===== src/rtl/ppc_pkg.sv =====
package ppc_pkg;
  localparam int unsigned DW = 8;
  localparam int unsigned IDXW = $clog2(DW);

  typedef enum logic [1:0] {
    SEL_A   = 2'b00,
    SEL_B   = 2'b01,
    SEL_C   = 2'b10,
    SEL_CMD = 2'b11
  } sel_e;

  typedef struct packed {
    logic [1:0] mode_a;
    logic       a_in;
    logic       cu_in;
    logic       mode_b;
    logic       b_in;
    logic       cl_in;
  } cfg_t;

  localparam cfg_t CFG_RST = '{mode_a: 2'b00, a_in: 1'b1, cu_in: 1'b1,
                               mode_b: 1'b0, b_in: 1'b1, cl_in: 1'b1};

  function automatic logic [DW-1:0] cfg_to_byte(cfg_t c);
    return {1'b1, c.mode_a, c.a_in, c.cu_in, c.mode_b, c.b_in, c.cl_in};
  endfunction
endpackage


===== src/rtl/ppc_cmd_decode.sv =====
module ppc_cmd_decode
  import ppc_pkg::*;
#(
  parameter int unsigned W = DW
) (
  input  logic         clk_i,
  input  logic         rst_ni,
  input  logic         cmd_wr_i,
  input  logic [W-1:0] wdata_i,
  output cfg_t         cfg_o,
  output logic         mode_load_o,
  output logic [W-1:0] bit_we_o,
  output logic         bit_val_o
);
  localparam int unsigned IW = $clog2(W);

  logic       is_mode;
  logic [IW-1:0] bit_idx;

  assign is_mode     = wdata_i[W-1];
  assign mode_load_o = cmd_wr_i & is_mode;
  assign bit_idx     = wdata_i[IW:1];
  assign bit_val_o   = wdata_i[0];

  always_comb begin
    bit_we_o = '0;
    if (cmd_wr_i && !is_mode) bit_we_o[bit_idx] = 1'b1;
  end

  always_ff @(posedge clk_i or negedge rst_ni) begin
    if (!rst_ni) begin
      cfg_o <= CFG_RST;
    end else if (mode_load_o) begin
      // 1x in the group A field folds to mode 2
      cfg_o.mode_a <= wdata_i[6] ? 2'b10 : {1'b0, wdata_i[5]};
      cfg_o.a_in   <= wdata_i[4];
      cfg_o.cu_in  <= wdata_i[3];
      cfg_o.mode_b <= wdata_i[2];
      cfg_o.b_in   <= wdata_i[1];
      cfg_o.cl_in  <= wdata_i[0];
    end
  end
endmodule


===== src/rtl/ppc_port.sv =====
module ppc_port #(
  parameter int unsigned W = 8
) (
  input  logic         clk_i,
  input  logic         rst_ni,
  input  logic         clr_i,
  input  logic         load_i,
  input  logic [W-1:0] load_data_i,
  input  logic [W-1:0] bit_we_i,
  input  logic         bit_val_i,
  input  logic         dir_in_i,
  input  logic [W-1:0] pin_i,
  output logic [W-1:0] pin_o,
  output logic [W-1:0] oe_o,
  output logic [W-1:0] rd_o
);
  logic [W-1:0] latch_q, latch_d;

  always_comb begin
    latch_d = latch_q;
    if (clr_i)       latch_d = '0;
    else if (load_i) latch_d = load_data_i;
    else begin
      for (int i = 0; i < int'(W); i++)
        if (bit_we_i[i]) latch_d[i] = bit_val_i;
    end
  end

  always_ff @(posedge clk_i or negedge rst_ni) begin
    if (!rst_ni) latch_q <= '0;
    else         latch_q <= latch_d;
  end

  assign pin_o = latch_q;
  assign oe_o  = {W{~dir_in_i}};
  assign rd_o  = dir_in_i ? pin_i : latch_q;
endmodule


===== src/rtl/parallel_port_ctrl.sv =====
module parallel_port_ctrl
  import ppc_pkg::*;
(
  input  logic          clk_i,
  input  logic          rst_ni,
  input  logic          cs_i,
  input  logic          wr_i,
  input  logic          rd_i,
  input  logic [1:0]    addr_i,
  input  logic [DW-1:0] wdata_i,
  output logic [DW-1:0] rdata_o,
  input  logic [DW-1:0] pa_i,
  output logic [DW-1:0] pa_o,
  output logic [DW-1:0] pa_oe_o,
  input  logic [DW-1:0] pb_i,
  output logic [DW-1:0] pb_o,
  output logic [DW-1:0] pb_oe_o,
  input  logic [DW-1:0] pc_i,
  output logic [DW-1:0] pc_o,
  output logic [DW-1:0] pc_oe_o,
  output logic [1:0]    mode_a_o,
  output logic          mode_b_o
);
  localparam int unsigned HW = DW / 2;

  cfg_t          cfg;
  logic          wr_stb, rd_stb, mode_load, bit_val;
  logic [DW-1:0] bit_we, rd_a, rd_b, rd_c;

  assign wr_stb = cs_i & wr_i;
  assign rd_stb = cs_i & rd_i;

  ppc_cmd_decode #(.W(DW)) u_cmd (
    .clk_i      (clk_i),
    .rst_ni     (rst_ni),
    .cmd_wr_i   (wr_stb && addr_i == SEL_CMD),
    .wdata_i    (wdata_i),
    .cfg_o      (cfg),
    .mode_load_o(mode_load),
    .bit_we_o   (bit_we),
    .bit_val_o  (bit_val)
  );

  ppc_port #(.W(DW)) u_pa (
    .clk_i(clk_i), .rst_ni(rst_ni), .clr_i(mode_load),
    .load_i(wr_stb && addr_i == SEL_A), .load_data_i(wdata_i),
    .bit_we_i('0), .bit_val_i(1'b0), .dir_in_i(cfg.a_in),
    .pin_i(pa_i), .pin_o(pa_o), .oe_o(pa_oe_o), .rd_o(rd_a)
  );

  ppc_port #(.W(DW)) u_pb (
    .clk_i(clk_i), .rst_ni(rst_ni), .clr_i(mode_load),
    .load_i(wr_stb && addr_i == SEL_B), .load_data_i(wdata_i),
    .bit_we_i('0), .bit_val_i(1'b0), .dir_in_i(cfg.b_in),
    .pin_i(pb_i), .pin_o(pb_o), .oe_o(pb_oe_o), .rd_o(rd_b)
  );

  // Port C: lower nibble belongs to group B, upper to group A
  for (genvar h = 0; h < 2; h++) begin : g_pc
    localparam int unsigned LO = h * HW;
    ppc_port #(.W(HW)) u_half (
      .clk_i(clk_i), .rst_ni(rst_ni), .clr_i(mode_load),
      .load_i(wr_stb && addr_i == SEL_C), .load_data_i(wdata_i[LO +: HW]),
      .bit_we_i(bit_we[LO +: HW]), .bit_val_i(bit_val),
      .dir_in_i(h == 1 ? cfg.cu_in : cfg.cl_in),
      .pin_i(pc_i[LO +: HW]), .pin_o(pc_o[LO +: HW]),
      .oe_o(pc_oe_o[LO +: HW]), .rd_o(rd_c[LO +: HW])
    );
  end

  always_comb begin
    rdata_o = '0;
    if (rd_stb) begin
      unique case (addr_i)
        SEL_A:   rdata_o = rd_a;
        SEL_B:   rdata_o = rd_b;
        SEL_C:   rdata_o = rd_c;
        default: rdata_o = cfg_to_byte(cfg);
      endcase
    end
  end

  assign mode_a_o = cfg.mode_a;
  assign mode_b_o = cfg.mode_b;
endmodule


===== config.mk =====
export PLATFORM = sky130hd
export DESIGN_NAME = parallel_port_ctrl
export DESIGN_NICKNAME = d
export VERILOG_FILES = /design/src/rtl/ppc_pkg.sv /design/src/rtl/ppc_cmd_decode.sv /design/src/rtl/ppc_port.sv /design/src/rtl/parallel_port_ctrl.sv
export SDC_FILE = /design/constraint.sdc
export NUM_CORES = 1
export LEC_CHECK = 0
export ABC_AREA = 1
export BUFFER_PORTS_ARGS = -buffer_cell sky130_fd_sc_hd__buf_2
export CORE_ASPECT_RATIO = 0.8
export CORE_MARGIN = 2
export CORE_UTILIZATION = 40
export CTS_CLUSTER_DIAMETER = 30
export DETAILED_ROUTE_END_ITERATION = 8
export GPL_ROUTABILITY_DRIVEN = 0
export PLACE_DENSITY = 0.69
export SLEW_MARGIN = 10
export SYNTH_ARGS = -nofsm -noshare
export SYNTH_HDL_FRONTEND = slang
export SYNTH_SLANG_ARGS = --single-unit

===== constraint.sdc =====
create_clock -name clk_i -period 2.1 [get_ports clk_i]
set_input_delay 0.525 -clock clk_i [delete_from_list [all_inputs] [get_ports clk_i]]
set_output_delay 0.525 -clock clk_i [all_outputs]
set_load 0.1 [all_outputs]

# Word level (Yosys, flattened, before mapping)
# Index checks and enable logic that the tools add are counted.
# op_classes
bitwise_logic	7
n_reduce_logical	18
magnitude_cmp	2
n_eq_ne	3
muxes	26
# ops
cell	count
8-bit 2-to-1 mux	8
4-bit 2-to-1 mux	6
8-bit one-hot mux with 3 select lines	1
3-bit nonzero test	8
1-bit 2-to-1 mux	9
1-bit logical AND	6
2-bit equality test, second input constant	2
3-bit by 4-bit < comparator with 1-bit output, second input constant	1
1-bit NOT	4
2-bit nonzero test	2
1-bit bitwise AND	3
1-bit demux with 3-bit select	1
3-bit by 1-bit greater-or-equal comparator with 1-bit output, second input constant	1
2-bit by 1-bit equality test with 1-bit output, second input constant	1
2-bit zero test	1
2-bit 2-to-1 mux	1
1-bit zero test	1
# totals
wordCells	72
regBits	31

# Logic depth before layout (Yosys ltp)
# Gate-level depths: netlist of the first run.
# logic_depth
depth_word	8
ltp_mapped	10
ltp_nobuf	8

# Modules after synthesis
# Synthesis of the first run repeated with hierarchy kept, for this count alone.
# hier_totals
cells_unflattened	438
hier_area_um2	2653.8
# by_module_without_submodules
module	seq_area_each_um2	cells_per_inst	instances	area_each_um2
ppc_port at u_pa ...	200.2	103	2	636.9
ppc_port at g_pc[0].u_half ...	100.1	53	2	332.8
ppc_cmd_decode	180.2	49	1	366.6
parallel_port_ctrl	0.0	77	1	347.8

# Worst setup path before layout of the first run
# OpenSTA, ideal clock, no wires.
# synth_timing
kind	reg-to-output
start	reg u_cmd.cfg_o[1] in the netlist's numbering
end	out rdata_o[7]
n_path_buf	0
stages_incl_launch_ff	7
path_slack_ns	-1.461
arrival_ns	3.036
cell_sequence	dfstp_2 > clkinv_1 > nand2_1 > o211ai_1 > nand2_1 > nor2_1 > nor2_1
# synth_between
elab_chain_len	3
# synth_rtl
item	line	source
start: declaration	ppc_cmd_decode.sv:10	output cfg_t cfg_o,
8-bit 2-to-1 mux	ppc_port.sv:36	assign rd_o = dir_in_i ? pin_i : latch_q;
8-bit one-hot mux with 3 select lines	parallel_port_ctrl.sv:74	unique case (addr_i)
8-bit 2-to-1 mux	parallel_port_ctrl.sv:73	if (rd_stb) begin
end: declaration	parallel_port_ctrl.sv:11	output logic [DW-1:0] rdata_o,
# No other way between the ends.

# Worst setup path in the final report of the first run
# layout_timing
start	reg u_cmd.cfg_o[0] in the netlist's numbering
end	out rdata_o[3]
# layout_between
elab_chain_len	3
# layout_rtl
item	line
4-bit 2-to-1 mux	ppc_port.sv:36
8-bit one-hot mux with 3 select lines	parallel_port_ctrl.sv:74
8-bit 2-to-1 mux	parallel_port_ctrl.sv:73
# No other way between the ends.

==> results.yml, run 1 <==
yosys:
  synth_edf_count: 0
  synth.avg_cell_area_um2: 6.65
  yosysSeqAreaShare: 0.353
  async_flop_share: 1.00
  ys.warnings.count: 0
  synth_flop_cell: "dfrtp_1"
  syn-num-nets: 372
  netlist_area_um2: 2210
  syn_inst: 333
  synth_seq_cells: 31
  ys_types: 23
cts:
  ctsHoldBuffers: 0
  cts_buffer_depth: 2
  ctsRootBufferMaster: "clkbuf_8"
  tritoncts: "done"
  cts.clk_slew.worst_paths_ns: 0.07
  cts_buffers: 5
  clk_latency_ns: 0.29
  htree_levels: 2
  clkSinkCount: 31
detailed_routing:
  drt_iter0_drc: 153
  drc_errors: 0
  vias_per_cell: 5.18
  dr.pass1.iters: 5
  detail_route.wl_per_cell_um: 14.3
  antenna_left: 0
  routed_wl_um: 7130
  route.vias.total: 2583
timing:
  setup_slack_ns: -0.148
  rsz0062_at_grt: "true"
  fmax_ghz: 0.445
  tightest_slew_ns: 0.833
  timing.slew.headroom: 0.442
  min_period_ns: 2.25
  setup_viol: 8
  holdWs_ns: 0.297
  fin_worst_skew_ns: 0
  tns_ns: -0.645
  min_period_over_period: 1.07
  hold_violations: 0
  slew_viol_final: 0
status:
  status: "finished, violations left"
  violations: "negative setup slack"
floorplan:
  core_area_um2: 5410
  start_util: 0.410
  die_y_um: 70.6
  die_w_um: 87.2
  dieArea_um2: 6150
  io_pins: 98
  row_count: 24
setup_path:
  critPathKind: "flop to primary output"
  rr_worst_depth: 2
  arrival_ns: 1.72
  crit_required_ns: 1.57
  r2r-start: "u_cmd.cfg_o[4]"
  start_kind: "flop"
  r2r_slack_ns: 1.10
  end_kind: "primary output"
  critPathMaxFanout: 5
  regToRegEndpoint: "u_cmd.cfg_o[4]"
global_route:
  grt_util_all_layers: 0.232
  grt_pass1_vias: 2318
  overflow: 0
  grt_max_degree: 32
  antenna_found_initial: 0
  grt_pass1_wl_um: 11100
cells_and_area:
  final_core_util: 0.587
  layout-drive-gt1-share: 0.449
  nets: 472
  fin_cells: 499
  area_growth_syn_to_layout_pct: 43.2
  diodes: 0
  fin_area_um2: 3170
pwr:
  swShare: 0.607
  power.leakage_nw: 1.69
  clkPwrFrac: 0.148
  p_int_mw: 1.57
  power_switching_mw: 2.42
  seq_power_share: 0.215
  power.density_nw_per_um2: 1260
  power_frac_comb: 0.637
  total_power_mw: 3.99
  vdd_drop_max_mv: 0.664
place:
  dpl_cell_area_um2: 2930
  place_ws_ns: -0.0215
  port_buffers: 97
  dp_hpwl_um: 5490
  dp.cells: 482
flow_run:
  max-cap-violations: 0
min_path:
  hold_class: "input port to async pin"
[worst max-delay path: stages (launching register included)]
cell	delay [ns]
dfstp_2	0.60
clkinvlp_4	0.15
nand2_1	0.09
nand2_1	0.08
nand2_1	0.09
nand2_1	0.07
nor2_2	0.13
nor2_4	0.06
buf_12	0.16
[power by group through the flow]
stage | Combinational [mW] | Clock, mW | Sequential, mW
floorplan | 1.34 | 0 | 1.60
global placement | 2.41 | 0 | 0.868
detailed placement | 2.42 | 0 | 0.869
CTS | 2.49 | 0.597 | 0.852
global route | 2.64 | 0.621 | 0.871
finish | 2.54 | 0.589 | 0.857
[cell usage after synthesis (5+ instances only)]
library cell  instances  share of area
a31oi_1               5          0.014
buf_4                21          0.071
dfrtp_1              27           0.31
inv_1                28          0.047
nand2_1             112           0.19
nand2_2               6          0.017
nand3_1              13          0.029
nor2_1               47          0.080
o211ai_1             10          0.034
o21ai_0              29          0.066
o21ai_2               6          0.024
[what timing repair did]
action                                  4_1_cts  5_1_grt
endpoints found under the setup margin        8        8
pin swaps                                     9        8
buffers inserted                              6        2
cloned                                        0        1
resized for setup                            14       22
[layout make-up]
cell class | instances | area, µm²
Tap cell | 65 | 81.3
Timing Repair Buffer | 122 | 841
Sequential cell | 31 | 802
Fill cell | 514 | 2230
Multi-Input combinational cell | 240 | 1200
Clock buffer | 7 | 76.3
Inverter | 33 | 144
Clock inverter | 1 | 30.0
[cells by family after synthesis]
kind of cell	after synthesis	synth area share
buffers and inverters	62	0.146
AO/OA/AOI/OAI	53	0.145
flip-flops	31	0.353
AND/OR/NAND/NOR	187	0.356
[registers in the layout, indices dropped and copies added (netlist names)]
register and flops:
g_pc.u_half.pin_o 8, u_cmd.cfg_o 7, u_pa.pin_o 8, u_pb.pin_o 8
[cell usage in the layout, fill, tap and decap left out, types with 5 or more instances in the layout]
cell type	instances
dfrtp_1	10
buf_2	81
clkbuf_8	5
buf_12	9
nand3_1	13
buf_4	28
o211ai_1	10
nor2_1	34
nor2_4	7
o21ai_2	6
inv_1	23
nand2_1	108
inv_2	5
nand2_2	10
dfrtp_2	17
nor2_2	7
o21ai_0	26
[worst max-delay path by stage]
stage / slack [ns] / cells past startpoint / start / end
finish: -0.15 / 8 / u_cmd.cfg_o[0] / rdata_o[3]
global placement: 0.03 / 8 / addr_i[0] / rdata_o[4]
CTS: -0.13 / 8 / u_cmd.cfg_o[0] / rdata_o[3]
floorplan: -0.43 / 5 / u_cmd.cfg_o[4] / rdata_o[0]
global route: -0.20 / 6 / u_cmd.cfg_o[4] / rdata_o[0]
detailed placement: -0.02 / 8 / addr_i[0] / rdata_o[4]
[per-layer routing]
metal  track usage  part of all wire  up-vias
met5             0                 0        -
li1              -                 -     1236
met2         0.362              0.45      136
met3        0.0513             0.098       13
met4        0.0718             0.018        0
met1         0.325              0.43     1198
No activity file was read; power rests on OpenSTA's default activity.
==> inputs of run 2 (changes only) <==
Settings changed: ABC_AREA 1 to default, PLACE_DENSITY 0.69 to 0.7.
==> run 2 against run 1 <==
Effect of this change: cell count is 15% lower; clock power down 11%; non-clock buffer count increased by 7; first-iteration DRC count increased by 32%; sequential cell count stayed put; power increased by 3.9%; sequential share of layout area down 0.34 points; the run still ends with negative setup slack left; largest power group unchanged.
==> results.yml, run 2 <==
pwr:
  swShare: 0.591
  power_frac_comb: 0.661
  vdd_drop_max_mv: 0.873
  power_switching_mw: 2.45
  clkPwrFrac: 0.126
  p_int_mw: 1.69
  total_power_mw: 4.14
  power.density_nw_per_um2: 1260
  power.leakage_nw: 1.47
  seq_power_share: 0.213
cts:
  htree_levels: 2
  clk_latency_ns: 0.28
  cts_buffers: 5
  tritoncts: "done"
  clkSinkCount: 31
  cts.clk_slew.worst_paths_ns: 0.07
  ctsRootBufferMaster: "clkbuf_8"
  cts_buffer_depth: 2
detailed_routing:
  vias_per_cell: 5.46
  route.vias.total: 2309
  antenna_left: 0
  top_layer: "met4"
  dr_wl_met2_um: 3210
  drt_iter0_drc: 202
  routed_wl_um: 7250
  drc_errors: 0
  dr.pass1.iters: 4
  detail_route.wl_per_cell_um: 17.1
  met3_length_um: 634
  route.layer.met1.wl_um: 3230
timing:
  tns_ns: -2.03
  rsz0062_at_grt: "true"
  min_period_ns: 2.40
  holdWs_ns: 0.292
  tightest_slew_ns: 0.714
  slew_viol_final: 0
  fmax_ghz: 0.416
  setup_slack_ns: -0.302
  min_period_over_period: 1.14
  timing.slew.headroom: 0.524
  hold_violations: 0
  fin_worst_skew_ns: 0
  setup_viol: 13
yosys:
  synth_common_cells: "nand2_1 (48), dfrtp_1 (27), a21oi_1 (25)"
  syn_inst: 259
  synthMostInstantiatedCell: "nand2_1"
  synth_area_leaders: "dfrtp_1 (32%), mux2i_1 (9.9%), nand2_1 (8.5%), buf_4 (7.4%), a21oi_1 (5.9%)"
  syn-num-nets: 298
  synth_flop_cell: "dfrtp_1"
  synth.avg_cell_area_um2: 8.19
  yosysSeqAreaShare: 0.368
  ys.warnings.count: 0
  netlist_area_um2: 2120
  async_flop_share: 1.00
  synth_seq_cells: 31
  synth_edf_count: 0
  synth_top_area_cell: "dfrtp_1"
  synth.top_cell.area_share: 0.319
  ys_types: 40
floorplan:
  io_pins: 98
  die_w_um: 85.4
  dieArea_um2: 5900
  die_y_um: 69.1
  row_count: 23
  core_area_um2: 5060
  start_util: 0.419
setup_path:
  crit_required_ns: 1.57
  path_cells: "mux2i_1 -> o22a_1 -> a211oi_4 -> buf_12"
  critPathKind: "flop to primary output"
  arrival_ns: 1.88
  start_kind: "flop"
  end_kind: "primary output"
  slowest_stage: "dfstp_2"
  critPathMaxFanout: 8
  slowest_delay_ns: 0.67
cells_and_area:
  final_core_util: 0.650
  fill_cells: 432
  nets: 399
  layout-drive-gt1-share: 0.562
  area_growth_syn_to_layout_pct: 55.3
  fin_cells: 423
  final_common_cell: "buf_2"
  final_cell_mix: "buf_2 (73), nand2_1 (47), buf_4 (29)"
  diodes: 0
place:
  port_buffers: 97
  dp.cells: 403
  dp_hpwl_um: 5160
global_route:
  grt_pass1_vias: 2153
  overflow: 0
  grt_pass1_wl_um: 10700
  grt_util_all_layers: 0.229
  grt_max_degree: 32
  antenna_found_initial: 0
status:
  violations: "negative setup slack"
  status: "finished, violations left"
min_path:
  hold_class: "input port to async pin"
flow_run:
  max-cap-violations: 0
==> run 2: changes by cell type after synthesis, sizes merged, moves of 5 or more <==
| cell | delta |
|---|---|
| mux2 | +5 |
| buf | +7 |
| inv | -23 |
| nand2 | -73 |
| a21oi | +24 |
| nand2b | +7 |
| o22ai | +5 |
| nor2 | -33 |
| nand3 | -11 |
| o21ai | -14 |
| o211ai | -10 |
| mux2i | +21 |
==> run 2: worst max-delay path: cells and delay by family, from the launching register on <==
family	cells	cell delay [ns]
flip-flops	1	0.67
AO/OA/AOI/OAI	2	0.56
multiplexers	1	0.15
buffers and inverters	1	0.22
==> run 2: stage by stage <==
stage          instance area [µm²]  setup WS [ns]
2_1_floorplan                 2470         -0.337
3_3_place_gp                  2930        -0.0331
3_5_place_dp                  2930        -0.0468
4_1_cts                       3090         -0.228
5_1_grt                       3290         -0.333
6_report                      3290         -0.302
==> run 2: timing repair <==
| action | in CTS | in global routing |
|---|---|---|
| setup endpoints to repair | 24 | 24 |
| hold buffers | 0 | 0 |
| gates resized for setup | 5 | 62 |
| buffers inserted | 5 | 5 |
| gates cloned | 0 | 2 |
| hold endpoints to repair | 0 | 0 |
| pin swaps | 4 | 8 |
==> run 2: routing by layer <==
layer  global-route usage  up-vias
li1                     -     1080
met1                0.333     1093
met2                0.347      124
met3               0.0479       12
met4               0.0564        0
met5                    0        -
==> run 2: cell families after synthesis <==
kind of cell    count (synthesis)  share of synthesized area
compound gates                 70                      0.195
buf+inv                        46                      0.124
flops                          31                      0.368
mux                            26                      0.126
simple gates                   86                      0.186
==> run 2: worst paths after layout <==
| check | startpoint | end | slack (ns) | depth (start not counted) |
|---|---|---|---|---|
| setup / recovery | u_cmd.cfg_o[1] | rdata_o[4] | -0.30 | 4 |
| hold / removal | rst_ni | g_pc[1].u_half.pin_o[0] | 0.29 | 1 |
| setup reg to reg | u_cmd.cfg_o[4] | u_cmd.cfg_o[4] | 0.77 | 4 |
| hold reg to reg | u_cmd.cfg_o[2] | u_cmd.cfg_o[2] | 0.52 | 1 |
| max in group asynchronous | rst_ni | u_pb.pin_o[4] | 1.27 | 1 |
| min in group clk_i | wdata_i[4] | u_cmd.cfg_o[4] | 0.51 | 3 |
==> run 2: power groups by stage <==
stage	Clock (mW)	Combinational, mW	Sequential (mW)
6_report	0.522	2.74	0.882
5_1_grt	0.559	2.81	0.898
4_1_cts	0.531	2.51	0.878
3_5_place_dp	0	2.46	0.894
3_3_place_gp	0	2.44	0.890
2_1_floorplan	0	1.65	1.52
==> run 2: final cells by class <==
cell class                      instances  area, µm²  area share
Clock buffer                            8        100      0.0304
Inverter                                9       45.0      0.0137
Multi-Input combinational cell        182       1260       0.381
Sequential cell                        31        822       0.250
Tap cell                               62       77.6      0.0235
Timing Repair Buffer                  129        978       0.297
Timing Repair inverter                  2       15.0     0.00456
==> inputs of run 3 (changes only) <==
Settings changed: PLACE_DENSITY 0.7 to default, PLACE_DENSITY_LB_ADDON from default to 0.1.
==> run 3 against run 2 <==
Effect of this change: the flow still finishes with violations (negative setup slack); critical path depth is 3 higher; clock skew unchanged; combinational power grew 3%; sequential power down 2%; count of clock-buffer cells in the layout fell by 2; first-iteration DRC count shrank 41%; non-clock buffer count is 1 lower; die area unchanged; sequential share of layout area down 0.59 points; fmax increased by 2.4%; sequential cell count unchanged; worst setup slack improved by 0.057 ns; critical path type unchanged; highest routed layer unchanged.
==> results.yml, run 3 (synthesis gave the netlist of run 2 again) <==
pwr:
  vdd_drop_max_mv: 0.837
  power.density_nw_per_um2: 1270
  power.leakage_nw: 1.48
cells_and_area:
  fill_cells: 412
  final_cell_mix: "buf_2 (73), nand2_1 (47), buf_4 (34)"
  diodes: 0
  fin_cells: 421
  seq_area_um2: 822
  nets: 397
  multi_input_area_um2: 1350
  fin_area_um2: 3370
  layout-drive-gt1-share: 0.582
  final_core_util: 0.666
  final_common_cell: "buf_2"
  area_growth_syn_to_layout_pct: 59.1
floorplan:
  start_util: 0.419
  dieArea_um2: 5900
  row_count: 23
  io_pins: 98
  die_y_um: 69.1
  core_area_um2: 5060
  die_w_um: 85.4
setup_path:
  critPathMaxFanout: 5
  end_kind: "primary output"
  critPathKind: "flop to primary output"
  arrival_ns: 1.82
  crit_required_ns: 1.57
  start_kind: "flop"
timing:
  rsz0062_at_grt: "true"
  min_period_ns: 2.34
  tightest_slew_ns: 0.743
  min_period_over_period: 1.12
  fmax_ghz: 0.426
  timing.slew.headroom: 0.505
  slew_viol_final: 0
  holdWs_ns: 0.304
  hold_violations: 0
  fin_worst_skew_ns: 0
  setup_viol: 10
  setup_slack_ns: -0.245
flow_run:
  max-cap-violations: 0
detailed_routing:
  drt_iter0_drc: 119
  vias_per_cell: 5.38
  route.vias.total: 2265
  detail_route.wl_per_cell_um: 17.3
  antenna_left: 0
  drc_errors: 0
  dr.pass1.iters: 4
  routed_wl_um: 7280
cts:
  htree_levels: 2
  cts_buffers: 5
  ctsRootBufferMaster: "clkbuf_8"
  clkSinkCount: 31
  cts.clk_slew.worst_paths_ns: 0.07
  tritoncts: "done"
  cts_buffer_depth: 2
  clk_latency_ns: 0.28
status:
  status: "finished, violations left"
  violations: "negative setup slack"
global_route:
  grt_util_all_layers: 0.244
  antenna_found_initial: 0
  overflow: 0
  grt_pass1_vias: 2093
  grt_max_degree: 32
  grt_pass1_wl_um: 11200
place:
  dp_hpwl_um: 5250
  dp.cells: 404
  port_buffers: 97
  dpl_cell_area_um2: 2930
min_path:
  hold_class: "input port to async pin"
[run 3: changes by cell type in the layout (fill, tap and decap cells not counted), moves of 3 or more]
cell,before,now
buf_4,29,34
mux2i_4,1,7
mux2i_1,17,11
buf_6,16,7
buf_8,1,4
[run 3: final timing paths]
path	startpoint	end	slack, ns	cells after the start
hold reg to reg	u_cmd.cfg_o[6]	u_cmd.cfg_o[6]	0.51	1
setup / recovery	u_cmd.cfg_o[1]	rdata_o[5]	-0.24	7
min in group clk_i	wdata_i[4]	u_cmd.cfg_o[4]	0.51	3
setup reg to reg	u_cmd.cfg_o[4]	u_cmd.cfg_o[4]	0.70	5
max in group asynchronous	rst_ni	u_pb.pin_o[4]	1.24	1
hold / removal	rst_ni	g_pc[0].u_half.pin_o[1]	0.30	1
[run 3: area by class of cell]
class / count / area share
multi-input cells: 182 / 0.399
repair buffers: 128 / 0.284
flip-flops and latches: 31 / 0.244
clock buffers: 6 / 0.0245
well taps: 62 / 0.0230
inverters: 9 / 0.0133
clock inverters: 2 / 0.0104
repair inverters: 1 / 0.00222
[run 3: repair_timing]
action	CTS	global route
gates cloned	0	1
pin swaps	8	6
gates resized for setup	26	54
buffers inserted	4	4
setup endpoints to repair	8	24
hold buffers	0	0
[run 3: metal layers]
| metal | GRT usage | part of all wire |
|---|---|---|
| met5 | 0 | 0 |
| met2 | 0.377 | 0.47 |
| met1 | 0.357 | 0.44 |
| met4 | 0.0582 | 0.013 |
| met3 | 0.0419 | 0.075 |
[run 3: stage by stage]
step | total power, mW | TNS (ns) | setup slack (ns)
detailed placement | 3.36 | -0.0805 | -0.0260
finish | 4.30 | -1.65 | -0.245
global route | 4.44 | -2.25 | -0.306
global placement | 3.35 | -0.0194 | -0.00677
CTS | 4.13 | -1.57 | -0.229
floorplan | 3.16 | -1.66 | -0.337
[run 3: critical path: stages (launching register included)]
cell and delay, ns:
dfstp_2 0.54, buf_6 0.14, buf_6 0.11, mux2i_2 0.21, o21ai_1 0.11, a21oi_2 0.20, nor2_4 0.06, buf_12 0.16
[run 3: power by group]
group | total [mW] | internal [mW] | switching [mW]
clock | 0.623 | 0.384 | 0.239
combinational | 2.81 | 0.682 | 2.13
sequential | 0.866 | 0.746 | 0.120
total | 4.30 | 1.81 | 2.49
